==> src/rtl/delayAddrPkg.sv <==
package delayAddrPkg;
  typedef enum logic [1:0] {
    SEQ_IDLE  = 2'd0,
    SEQ_READ  = 2'd1,
    SEQ_WRITE = 2'd2
  } seqState_t;

  typedef struct packed {
    logic doRead;
    logic doWrite;
    logic doAdvance;
  } seqStrobes_t;
endpackage

==> src/rtl/delayAddrCtrl.sv <==
module delayAddrCtrl
  import delayAddrPkg::*;
(
  input  logic        clk,
  input  logic        rst,
  input  logic        sampleStb,
  output seqStrobes_t strb
);
  seqState_t state, stateNext;

  always_comb begin
    stateNext = state;
    unique case (state)
      SEQ_IDLE:  if (sampleStb) stateNext = SEQ_READ;
      SEQ_READ:  stateNext = SEQ_WRITE;
      SEQ_WRITE: stateNext = SEQ_IDLE;
      default:   stateNext = SEQ_IDLE;
    endcase
  end

  always_ff @(posedge clk) begin
    if (rst) state <= SEQ_IDLE;
    else     state <= stateNext;
  end

  // advance happens on the edge that closes the write cycle
  always_comb begin
    strb.doRead    = (state == SEQ_READ);
    strb.doWrite   = (state == SEQ_WRITE);
    strb.doAdvance = (state == SEQ_WRITE);
  end

  // read and write cycles never overlap
  a_r8_phase_exclusive: assert property (@(posedge clk) disable iff (rst)
    $onehot0({strb.doRead, strb.doWrite}));

  // a write cycle is always preceded by a read cycle
  a_r3_write_after_read: assert property (@(posedge clk) disable iff (rst)
    (state == SEQ_WRITE) |-> $past(state == SEQ_READ));

  // an idle strobe starts a read on the next cycle
  a_r2_strobe_starts_read: assert property (@(posedge clk) disable iff (rst)
    (state == SEQ_IDLE && sampleStb) |=> (state == SEQ_READ));
endmodule

==> src/rtl/delayAddrPath.sv <==
module delayAddrPath
  import delayAddrPkg::*;
#(
  parameter int ADDR_W = 16,
  parameter int SET_W  = 10
) (
  input  logic              clk,
  input  logic              rst,
  input  seqStrobes_t       strb,
  input  logic [SET_W-1:0]  delaySet,
  input  logic              wrGate,
  output logic [ADDR_W-1:0] memAddr,
  output logic              rdPhase,
  output logic              wrPhase
);
  localparam int SCALE_SH = ADDR_W - SET_W;

  logic [SET_W-1:0]  setClamped;
  logic [ADDR_W-1:0] newLen;
  logic [ADDR_W-1:0] activeLen;
  logic [ADDR_W-1:0] lastAddr;
  logic [ADDR_W-1:0] addrQ;
  logic              atWrap;

  assign setClamped = (delaySet == '0) ? SET_W'(1) : delaySet;

  generate
    if (SCALE_SH > 0) begin : g_scaled
      assign newLen = {setClamped, {SCALE_SH{1'b0}}};
    end else begin : g_direct
      assign newLen = setClamped[ADDR_W-1:0];
    end
  endgenerate

  assign lastAddr = activeLen - ADDR_W'(1);
  assign atWrap   = (addrQ >= lastAddr);

  always_ff @(posedge clk) begin
    if (rst) begin
      addrQ     <= '0;
      activeLen <= newLen;
    end else if (strb.doAdvance) begin
      if (atWrap) begin
        addrQ     <= '0;
        activeLen <= newLen;
      end else begin
        addrQ <= addrQ + ADDR_W'(1);
      end
    end
  end

  assign memAddr = addrQ;
  assign rdPhase = strb.doRead;
  assign wrPhase = strb.doWrite & wrGate;

  // the address never leaves the active loop
  a_r6_addr_in_loop: assert property (@(posedge clk) disable iff (rst)
    addrQ < activeLen);

  // without an advance the address holds
  a_r4_hold_when_idle: assert property (@(posedge clk) disable iff (rst)
    !strb.doAdvance |=> $stable(addrQ));

  // an advance steps by one or wraps to zero
  a_r4_step_or_wrap: assert property (@(posedge clk) disable iff (rst)
    strb.doAdvance |=> (addrQ == $past(addrQ) + ADDR_W'(1) || addrQ == '0));

  // the loop length changes only at a wrap
  a_r7_len_only_at_wrap: assert property (@(posedge clk) disable iff (rst)
    !(strb.doAdvance && atWrap) |=> $stable(activeLen));

  // the write strobe obeys the gate
  a_r3_write_gated: assert property (@(posedge clk) disable iff (rst)
    wrPhase |-> (wrGate && strb.doWrite));
endmodule

==> src/rtl/delayAddrGen.sv <==
module delayAddrGen
  import delayAddrPkg::*;
#(
  parameter int ADDR_W = 16,
  parameter int SET_W  = 10
) (
  input  logic              clk,
  input  logic              rst,
  input  logic              sampleStb,
  input  logic [SET_W-1:0]  delaySet,
  input  logic              wrGate,
  output logic [ADDR_W-1:0] memAddr,
  output logic              rdPhase,
  output logic              wrPhase
);
  seqStrobes_t strb;

  delayAddrCtrl ctrl_i (
    .clk       (clk),
    .rst       (rst),
    .sampleStb (sampleStb),
    .strb      (strb)
  );

  delayAddrPath #(
    .ADDR_W (ADDR_W),
    .SET_W  (SET_W)
  ) path_i (
    .clk      (clk),
    .rst      (rst),
    .strb     (strb),
    .delaySet (delaySet),
    .wrGate   (wrGate),
    .memAddr  (memAddr),
    .rdPhase  (rdPhase),
    .wrPhase  (wrPhase)
  );
endmodule

==> config.mk <==
export PLATFORM = sky130hd
export DESIGN_NAME = delayAddrGen
export DESIGN_NICKNAME = d
export VERILOG_FILES = /design/src/rtl/delayAddrPkg.sv /design/src/rtl/delayAddrCtrl.sv /design/src/rtl/delayAddrPath.sv /design/src/rtl/delayAddrGen.sv
export SDC_FILE = /design/constraint.sdc
export NUM_CORES = 1
export LEC_CHECK = 0
export BUFFER_PORTS_ARGS = -buffer_cell sky130_fd_sc_hd__clkbuf_2
export CORE_MARGIN = 5
export CORE_UTILIZATION = 53
export CTS_CLUSTER_DIAMETER = 50
export DETAILED_ROUTE_END_ITERATION = 12
export GPL_TIMING_DRIVEN = 0
export HOLD_SLACK_MARGIN = 0.15
export PLACE_DENSITY = 0.82
export RECOVER_POWER = 100
export REMOVE_ABC_BUFFERS = 1
export SLEW_MARGIN = 10
export SYNTH_ARGS = -nofsm -noshare
export SYNTH_HDL_FRONTEND = slang
export SYNTH_SLANG_ARGS = --single-unit
==> constraint.sdc <==
create_clock -name clk -period 3.7 [get_ports clk]
set_clock_uncertainty 0.15 [all_clocks]
set_input_delay 0.185 -clock clk [delete_from_list [all_inputs] [get_ports clk]]
set_output_delay 0.185 -clock clk [all_outputs]
set_load 0.02 [all_outputs]
# Word-level counts from Yosys, hierarchy flattened
# Index checks and enable logic that the tools add are counted.
totals:
  wordCells: 22
  out_inout_bits: 18
  ff_bits: 28
  in_bits: 14
op_classes:
  add_sub_neg: 2
  muxes: 7
  n_bitwise: 1
  reduce_logical: 5
  eq_ne: 3
  order_cmp: 1
ops:
  columns: ["op", "n"]
  rows:
  - ["2-to-1 mux 16 bit", 4]
  - ["adder 16 x 1 -> 16 bit (second input constant)", 1]
  - ["greater-or-equal comparator 16 bit", 1]
  - ["subtractor 16 x 1 -> 16 bit (second input constant)", 1]
  - ["logical NOT 10 bit", 1]
  - ["2-to-1 mux 10 bit", 1]
  - ["case mux 2 bit (2 select lines)", 1]
  - ["nonzero test 2 bit", 2]
  - ["equality test 2 x 1 -> 1 bit (second input constant)", 1]
  - ["equality test 2 bit (second input constant)", 1]
  - ["logical NOT 2 bit", 1]
  - ["2-to-1 mux 2 bit", 1]
  - ["!= test 2 bit (second input constant)", 1]
  - ["AND reduction 2 bit", 1]
  - ["bitwise AND 1 bit", 1]

# Depth between registers and ports, before layout
# Gate-level depths: netlist of the first run.
logic_depth:
  ltp_word: 5
  mapped_depth: 12
  mapped_depth_nobuf: 11

# Hierarchy
# A second synthesis of the first run with hierarchy kept.
unflattened:
  hier_cells: 164
  area_unflattened_um2: 1672.9
modules_own_cells:
  columns: ["mod", "instances", "seq_area_each_um2", "area_each_um2", "cells_per_inst"]
  rows:
  - ["delayAddrPath", 1, 620.6, 1580.3, 156]
  - ["delayAddrCtrl", 1, 40.0, 92.6, 8]

# Worst setup path before layout of the first run
# OpenSTA, ideal clock, no wires.
synth_path:
  kind: "reg2reg"
  from: "reg path_i.activeLen[11]"
  to: "reg path_i.activeLen[10], enable pin"
  setup_ns: 0.306
  path_slack_ns: 0.726
  stages_incl_launch_ff: 12
  required_ns: 3.244
  path_buffers: 1
  synth_period_minus_slack_ns: 2.974
  arrival_time_ns: 2.518
  cell_sequence: "edfxtp_1 nor4_2 nand2b_1 or3_4 nor3_2 xnor2_1 ha_1 nand2_1 nor4_4 a221oi_4 o21bai_4 buf_8"
synth_between:
  elab_chain_cells: 4
synth_rtl:
  columns: ["item", "line", "source"]
  rows:
  - ["from (decl)", "delayAddrPath.sv:20", "logic [ADDR_W-1:0] activeLen;"]
  - ["from (signal assigned)", "delayAddrPath.sv:41", "activeLen <= newLen;"]
  - ["from (signal assigned)", "delayAddrPath.sv:45", "activeLen <= newLen;"]
  - ["subtractor 16 x 1 -> 16 bit", "delayAddrPath.sv:35", "assign lastAddr = activeLen - ADDR_W'(1);"]
  - ["greater-or-equal comparator 16 bit", "delayAddrPath.sv:36", "assign atWrap = (addrQ >= lastAddr);"]
  - ["nonzero test 2 bit (no line)", null, null]
  - ["AND reduction 2 bit (no line)", null, null]
# No other way between the ends.
# A chain may end at the register's enable or synchronous reset.

# Worst setup path after layout of the first run
layout_path:
  from: "reg path_i.activeLen[9]"
  to: "reg path_i.addrQ[11], in the netlist path_i.memAddr[11]"
layout_between:
  elab_chain_cells: 3
layout_rtl:
  columns: ["item", "line", "source"]
  rows:
  - ["subtractor 16 x 1 -> 16 bit", "delayAddrPath.sv:35", null]
  - ["greater-or-equal comparator 16 bit", "delayAddrPath.sv:36", null]
  - ["2-to-1 mux 16 bit", "delayAddrPath.sv:43", "if (atWrap) begin"]
  - ["to (signal assigned)", "delayAddrPath.sv:47", "addrQ <= addrQ + ADDR_W'(1);"]
  - ["to (decl)", "delayAddrPath.sv:22", "logic [ADDR_W-1:0] addrQ;"]
# No other way between the ends.

==> key figures, run 1 <==
Outcome
  – Status: finished clean

Final layout
  – N_diodes: 0
  – Fin util: 63.5%
  – Layout cells sized above 1: 14.0%
  – Area Overhead vs Synth: 16.1%
  – Final layout net count: roughly 230

Setup path
  – WS Path Type: reg -> reg
  – Crit path max-delay family: simple AND/OR/NAND/NOR gates
  – Reg-to-reg setup timing slack: roughly 0.28 ns
  – Slowest stage delay, CP: 0.59 ns
  – Crit path buf inv count: 0
  – Critical Path Fanout Max: 10
  – Reg2reg start: path_i.activeLen[9]$_SDFFCE_PN0P_
  – Levels on crit path: 11
  – Startpoint Class: register
  – Reg2reg end: path_i.memAddr[11]$_SDFFE_PP0P_
  – Worst Path Required: 3.76 ns
  – CP Cell Sequence: nor4_2 > nand2b_1 > or3_1 > nor3_2 > xnor2_1 > ha_1 > nand2_1 > o21ai_0 > a221oi_4 > o21bai_2 > nor2_1
  – Slowest stage cell, crit path: o21bai_2
  – Worst Reg2Reg Path Length in Cells: 11
  – CP arrival: between 3 and 4 ns
  – CP endpoint kind: register

Min path
  – Worst Hold Path EP: ctrl_i.state[1]$_SDFFE_PP0P_
  – Min-delay worst type: reg -> reg
  – Hold Crit Depth: 1
  – Min-delay src: ctrl_i.state[1]$_SDFFE_PP0P_

STA
  – RSZ-0062 raised after global routing: no
  – Slew Viols, Final: 0
  – Post-route setup TNS: 0 ns
  – Slew Limit Headroom: 55.7%
  – Worst hold margin: 0.361 ns
  – Min Tclk post-route: 3.42 ns
  – Setup violations, final: 0
  – Final Cycle Share: 92.5%
  – Final hold vios: 0
  – Setup ws final: between 0.2 and 0.3 ns
  – F_max: 292 MHz
  – Worst Tran Pin Value: 0.665 ns

Die
  – Row count: 20
  – Die area: 0.00432 mm^2
  – Die X: 65.7 um
  – IO Pins: 32
  – Die H: 65.7 um
  – Initial Util: between 50 and 60%
  – Core Area: 0.00300 mm^2

Placement
  – IO Port Bufs: 31
  – Detail Placement HPWL: around 2400 um
  – Gpl congestion: 0.832
  – Dpl ws: roughly 0.17 ns

Clocking
  – Clock Latency Late Sink: around 0.33 ns
  – Clock transition at path regs: 0.14 ns
  – H-tree levels: 1
  – Clock Sinks: 28
  – Clk root buf: clkbuf_4
  – Maximum buffer depth of the clock tree: 2
  – Number of buffers created by CTS: 3
  – CTS resizes: 0
  – CTS tree: yes
  – Post-CTS setup repair buffer count: 0

Route
  – Iteration-0 DRC count of the detailed router: 51
  – Post-DRT Antenna Nets: 0
  – DR vias: 1272
  – Vias per cell: 5.46
  – Wirelength per Cell: 14.1 um
  – Final wirelength: 3290 um
  – DRC viols: 0
  – First-pass DRT Iterations: 6

GRT
  – Global-route wire length before repair: 5580 um
  – Initial antenna violation count: 0
  – Overall Global Routing Usage: between 10% and 20%
  – Remaining global-route overflow: 0
  – Largest net degree at the start of global routing: 22
  – Vias in the first global route: approximately 1.3k

Logic synthesis
  – #FFs+latches synth: 28
  – Synth area leader: dfxtp_1
  – Yosys cell types: between 40 and 50
  – Synthesized area: 0.00164 mm^2
  – Top cells by area, synth: dfxtp_1, edfxtp_1, ha_1, xor2_1, nand2_1
  – Share of flip-flops with an asynchronous set or reset: 0%
  – Number of flops mapped to enable cells by yosys: 10
  – Seq/Total Area, Yosys: 40.2%
  – Post-Syn Instances: 163
  – Mapped Avg Cell Area: 10.1 um^2
  – Synth top area share: about 22%
  – Top_reg_cell synth: dfxtp_1
  – Synth Warn #: 0

Job
  – Maxcap violations: 0

Power and ir drop
  – Worst vdd ir: 0.191 mV
  – Pwr Density: 286 mW/mm^2
  – Leakage: 0.677 nW
==> state kept, by name, indices dropped and copies added (netlist names) <==
register	cells
ctrl_i.state	2
path_i.activeLen	10
path_i.memAddr	16
==> cell usage in the layout (no fill, tap or decap), types with 5 or more instances in the layout <==
cell type	n
a21oi_1	7
clkbuf_1	29
dfxtp_1	18
dlygate4sd3_1	13
edfxtp_1	10
ha_1	12
nand2_1	19
nand3_1	5
nor2_1	8
nor2_2	9
xnor2_1	6
xor2_1	13
==> metrics by stage <==
stage               power, mW  cell area, um^2  cells
finish                  0.545             1910    233
global route            0.578             1910    233
CTS                     0.550             1940    232
detailed placement      0.413             1780    215
global placement        0.409             1780    215
floorplan               0.390             1580    151
==> per-layer routing <==
layer	part of all wire, %	vias to the layer above	GRT usage (%)
met5	0	-	0
met2	53	27	31.8
li1	-	643	-
met1	41	595	18.5
met3	3.4	7	2.05
met4	1.9	0	6.22
==> worst register-to-register path, cell delays in order (launching register included) <==
cell and delay (ns):
edfxtp_1 0.46, nor4_2 0.32, nand2b_1 0.11, or3_1 0.37, nor3_2 0.14, xnor2_1 0.08
ha_1 0.29, nand2_1 0.12, o21ai_0 0.43, a221oi_4 0.14, o21bai_2 0.59, nor2_1 0.11
==> area by class of cell <==
type | instances | area (um^2)
sequential | 28 | 661
inverter | 3 | 11.3
clock buffer | 4 | 26.3
fill | 254 | 1090
timing repair buffer | 44 | 250
multi-input combinational | 121 | 918
tap | 33 | 41.3
==> timing repair <==
action,in CTS,in global routing
endpoints found under the hold margin,17,0
hold buffers,13,0
endpoints found under the setup margin,0,10
==> power breakdown <==
group          internal, mW  switching, mW  total [mW]
logic                0.0324         0.0391      0.0715
registers             0.331         0.0138       0.344
clock network        0.0423         0.0870       0.129
==> how the worst max path moves through the flow <==
stage	start	end	slack, ns
final	path_i.activeLen[9]$_SDFFCE_PN0P_	path_i.memAddr[11]$_SDFFE_PP0P_	0.28
after global routing	path_i.activeLen[11]$_SDFFCE_PN0P_	path_i.memAddr[11]$_SDFFE_PP0P_	0.03
after CTS	path_i.activeLen[9]$_SDFFCE_PN0P_	path_i.activeLen[9]$_SDFFCE_PN0P_	0.16
after detailed placement	path_i.activeLen[9]$_SDFFCE_PN0P_	path_i.activeLen[15]$_SDFFCE_PN0P_	0.17
after global placement	path_i.activeLen[11]$_SDFFCE_PN0P_	path_i.activeLen[15]$_SDFFCE_PN0P_	0.33
after floorplan	path_i.activeLen[11]$_SDFFCE_PN0P_	path_i.activeLen[10]$_SDFFCE_PN0P_	0.56
==> cell usage after synthesis, drive strengths merged, types with 3 or more instances <==
master,number
nor4,5
ha,12
inv,3
xor2,13
edfxtp,10
nand3,6
nand4,3
nand2,20
nor2,17
xnor2,6
a21oi,8
dfxtp,18
clkbuf,10
nor3,5
o21ai,3
==> cells by family (layout without fill, tap and decap cells) <==
| family | Yosys count | after routing | share of synthesized area, % |
|---|---|---|---|
| fa+ha+maj | 12 | 12 | 9.13 |
| flops | 28 | 28 | 40.2 |
| simple gates | 71 | 71 | 26.9 |
| compound gates | 18 | 19 | 9.36 |
| buf+inv | 15 | 51 | 4.34 |
| xor+xnor | 19 | 19 | 10.1 |
(Power assumes the default switching activity.)
==> run 2, diff against run 1 <==
--- a/config.mk
+++ b/config.mk
@@ -8,6 +8,7 @@
 export BUFFER_PORTS_ARGS = -buffer_cell sky130_fd_sc_hd__clkbuf_2
 export CORE_MARGIN = 5
 export CORE_UTILIZATION = 53
+export CTS_BUF_LIST = sky130_fd_sc_hd__clkbuf_4
 export CTS_CLUSTER_DIAMETER = 50
 export DETAILED_ROUTE_END_ITERATION = 12
 export GPL_TIMING_DRIVEN = 0
@@ -15,7 +16,6 @@
 export PLACE_DENSITY = 0.82
 export RECOVER_POWER = 100
 export REMOVE_ABC_BUFFERS = 1
-export SLEW_MARGIN = 10
 export SYNTH_ARGS = -nofsm -noshare
 export SYNTH_HDL_FRONTEND = slang
 export SYNTH_SLANG_ARGS = --single-unit
==> run 2 against run 1 <==
Non-clock buffer count unchanged. Hold slack better by 0.00085 ns. Total power up 1.8%. Sequential cell count unchanged. Sequential power about the same. Critical endpoint unchanged.
==> key figures, run 2 (synthesis results as in run 1) <==
Setup path
  – CP arrival: 3.48 ns (about the same)
  – Crit path buf inv count: 0 (unchanged)
  – Reg2reg end: path_i.memAddr[11]$_SDFFE_PP0P_
  – Startpoint Class: register
  – Worst setup path end: path_i.memAddr[11]$_SDFFE_PP0P_
  – Slowest stage cell, crit path: o21bai_2
  – Slowest stage delay, CP: 0.58 ns (about the same)
  – Reg2reg start: path_i.activeLen[9]$_SDFFCE_PN0P_
  – CP startpoint: path_i.activeLen[9]$_SDFFCE_PN0P_
  – Critical Path Fanout Max: 10 (unchanged)
  – Crit path max-delay family: simple AND/OR/NAND/NOR gates
  – Reg-to-reg setup timing slack: 0.28 ns (about the same)
  – Levels on crit path: 11 (unchanged)
  – WS Path Type: reg -> reg
  – CP endpoint kind: register
  – CP Cell Sequence: nor4_2 > nand2b_1 > or3_1 > nor3_2 > xnor2_1 > ha_1 > nand2_1 > o21ai_0 > a221oi_4 > o21bai_2 > nor2_1
  – Worst Path Required: 3.76 ns (about the same)
  – Worst Reg2Reg Path Length in Cells: 11 (unchanged)

Clocking
  – CTS resizes: 0 (unchanged)
  – Clock Latency Late Sink: 0.33 ns (about the same)
  – CTS tree: yes
  – Clock transition at path regs: 0.15 ns (about the same)
  – H-tree levels: 1 (unchanged)
  – Clk root buf: clkbuf_4
  – Maximum buffer depth of the clock tree: 2 (unchanged)
  – Clock Sinks: 28 (unchanged)
  – Number of buffers created by CTS: 3 (unchanged)

Outcome
  – Status: finished clean

Placement
  – Gpl congestion: 0.832 (unchanged)
  – IO Port Bufs: 31 (unchanged)
  – Detail Placement HPWL: 2440 um (unchanged)
  – Cell Area, Placed: 0.00178 mm^2 (unchanged)
  – Placed cells: 215 (unchanged)

Route
  – DR vias: 1274 (+0.16%)
  – First-pass DRT Iterations: 6 (unchanged)
  – Vias per cell: 5.47 (+0.16%)
  – Post-DRT Antenna Nets: 0 (unchanged)
  – Wirelength per Cell: 14.4 um (+1.8%)
  – DRC viols: 0 (unchanged)
  – Iteration-0 DRC count of the detailed router: 49 (-3.9%)
  – Final wirelength: 3350 um (+1.8%)

Power and ir drop
  – Clock share of power: 25.0% (+1.3 points)
  – Worst vdd ir: 0.194 mV (+1.6%)
  – P_int: 0.413 mW (+1.8%)
  – Flop pwr share: 62.1% (-1.1 points)
  – Sw Pwr: 0.142 mW (+1.7%)
  – Pwr Density: 290 mW/mm^2 (+1.6%)
  – Total power: 0.555 mW (+1.8%)
  – Combinational power share: 12.9% (-0.2 points)
  – Net switching share of the total power: 25.6% (about the same)
  – Leakage: 0.681 nW (+0.50%)

Min path
  – Min-delay worst type: reg -> reg

STA
  – RSZ-0062 raised after global routing: no
  – Slew Limit Headroom: 55.8% (+0.14 points)
  – Min Tclk post-route: 3.42 ns (-0.0000900 ns)
  – Final Cycle Share: 92.5% (about the same)
  – Setup violations, final: 0 (unchanged)
  – Final hold vios: 0 (unchanged)
  – Worst hold margin: 0.362 ns (+0.000852 ns)
  – F_max: 292 MHz (about the same)
  – Slew Viols, Final: 0 (unchanged)
  – Worst Tran Pin Value: 0.662 ns (-0.00212 ns)
  – Post-route setup TNS: 0 ns (unchanged)

Final layout
  – Post-route insts no fill: 233 (unchanged)
  – Fillers: 254 (unchanged)
  – Area Overhead vs Synth: 16.3%
  – Commonest non-fill, non-tap cells in the layout: clkbuf_1, nand2_1, dfxtp_1
  – N_diodes: 0 (unchanged)
  – Most common cell after layout, fill and taps aside: clkbuf_1
  – Layout Cell Area excl Fill: 0.00191 mm^2 (+0.20%)
  – Max reg flops: 16 (unchanged)
  – Layout cells sized above 1: 14.5% (+0.50 points)
  – Final layout net count: 227 (unchanged)

Die
  – Die area: 0.00432 mm^2 (unchanged)
  – Row count: 20 (unchanged)
  – Die H: 65.7 um (unchanged)
  – Core Area: 0.00300 mm^2 (unchanged)
  – IO Pins: 32 (unchanged)
  – Initial Util: 54.8% (unchanged)
  – Die X: 65.7 um (unchanged)

GRT
  – Initial antenna violation count: 0 (unchanged)
  – Overall Global Routing Usage: 17.0% (+0.36 points)
  – Largest net degree at the start of global routing: 22 (unchanged)
  – Remaining global-route overflow: 0 (unchanged)
  – Vias in the first global route: 1328 (+1.3%)
  – Global-route wire length before repair: 5710 um (+2.2%)

Job
  – Maxcap violations: 0 (unchanged)
[run 2: cell count changes in the layout (fill, tap and decap cells not counted)]
cell	before	now
clkbuf_1	29	28
clkbuf_4	3	4
[run 2: worst min path at each step]
stage                     slack (ns)  depth (start not counted)                                 end                           start
after floorplan                 0.10                          1      path_i.memAddr[0]$_SDFFE_PP0P_                             rst
after global placement          0.23                          1  path_i.activeLen[10]$_SDFFCE_PN0P_                     delaySet[4]
after detailed placement        0.23                          1  path_i.activeLen[11]$_SDFFCE_PN0P_                     delaySet[5]
after CTS                       0.37                          1        ctrl_i.state[1]$_SDFFE_PP0P_    ctrl_i.state[1]$_SDFFE_PP0P_
after global routing            0.39                          2      path_i.memAddr[1]$_SDFFE_PP0P_  path_i.memAddr[1]$_SDFFE_PP0P_
final                           0.36                          1        ctrl_i.state[1]$_SDFFE_PP0P_    ctrl_i.state[1]$_SDFFE_PP0P_
[run 2: per-stage QoR]
stage	util, %	setup slack, ns
after floorplan	-	0.556
after global placement	59.3	0.333
after detailed placement	59.3	0.173
after CTS	64.6	0.159
after global routing	63.7	0.0356
final	63.7	0.277
[run 2: final cells by class]
class / instances / area, um^2 / share of cell area, %
Multi-Input combinational cell: 121 / 918 / 48.0
Sequential cell: 28 / 661 / 34.6
Timing Repair Buffer: 44 / 250 / 13.1
Inverter: 3 / 11.3 / 0.589
Tap cell: 33 / 41.3 / 2.16
Clock buffer: 4 / 30.0 / 1.57
[run 2: metal layers]
layer / vias to the layer above / routed length [um] / track usage [%]
li1: 643 / - / -
met1: 601 / 1400 / 19.1
met2: 26 / 1810 / 31.9
met3: 4 / 112 / 2.39
met4: 0 / 29 / 6.74
met5: - / 0 / 0
[run 2: power groups by stage]
stage                     combinational (mW)  sequential (mW)  clock (mW)
after CTS                             0.0729            0.344       0.140
after global placement                0.0587            0.350           0
final                                 0.0718            0.345       0.139
after detailed placement              0.0618            0.351           0
after global routing                  0.0799            0.346       0.158
after floorplan                       0.0370            0.353           0
[run 2: timing repair]
item / CTS / global route
hold endpoints to repair: 17 / 0
setup buffers: 0 / 0
hold buffers: 13 / 0
endpoints found under the setup margin: 0 / 10
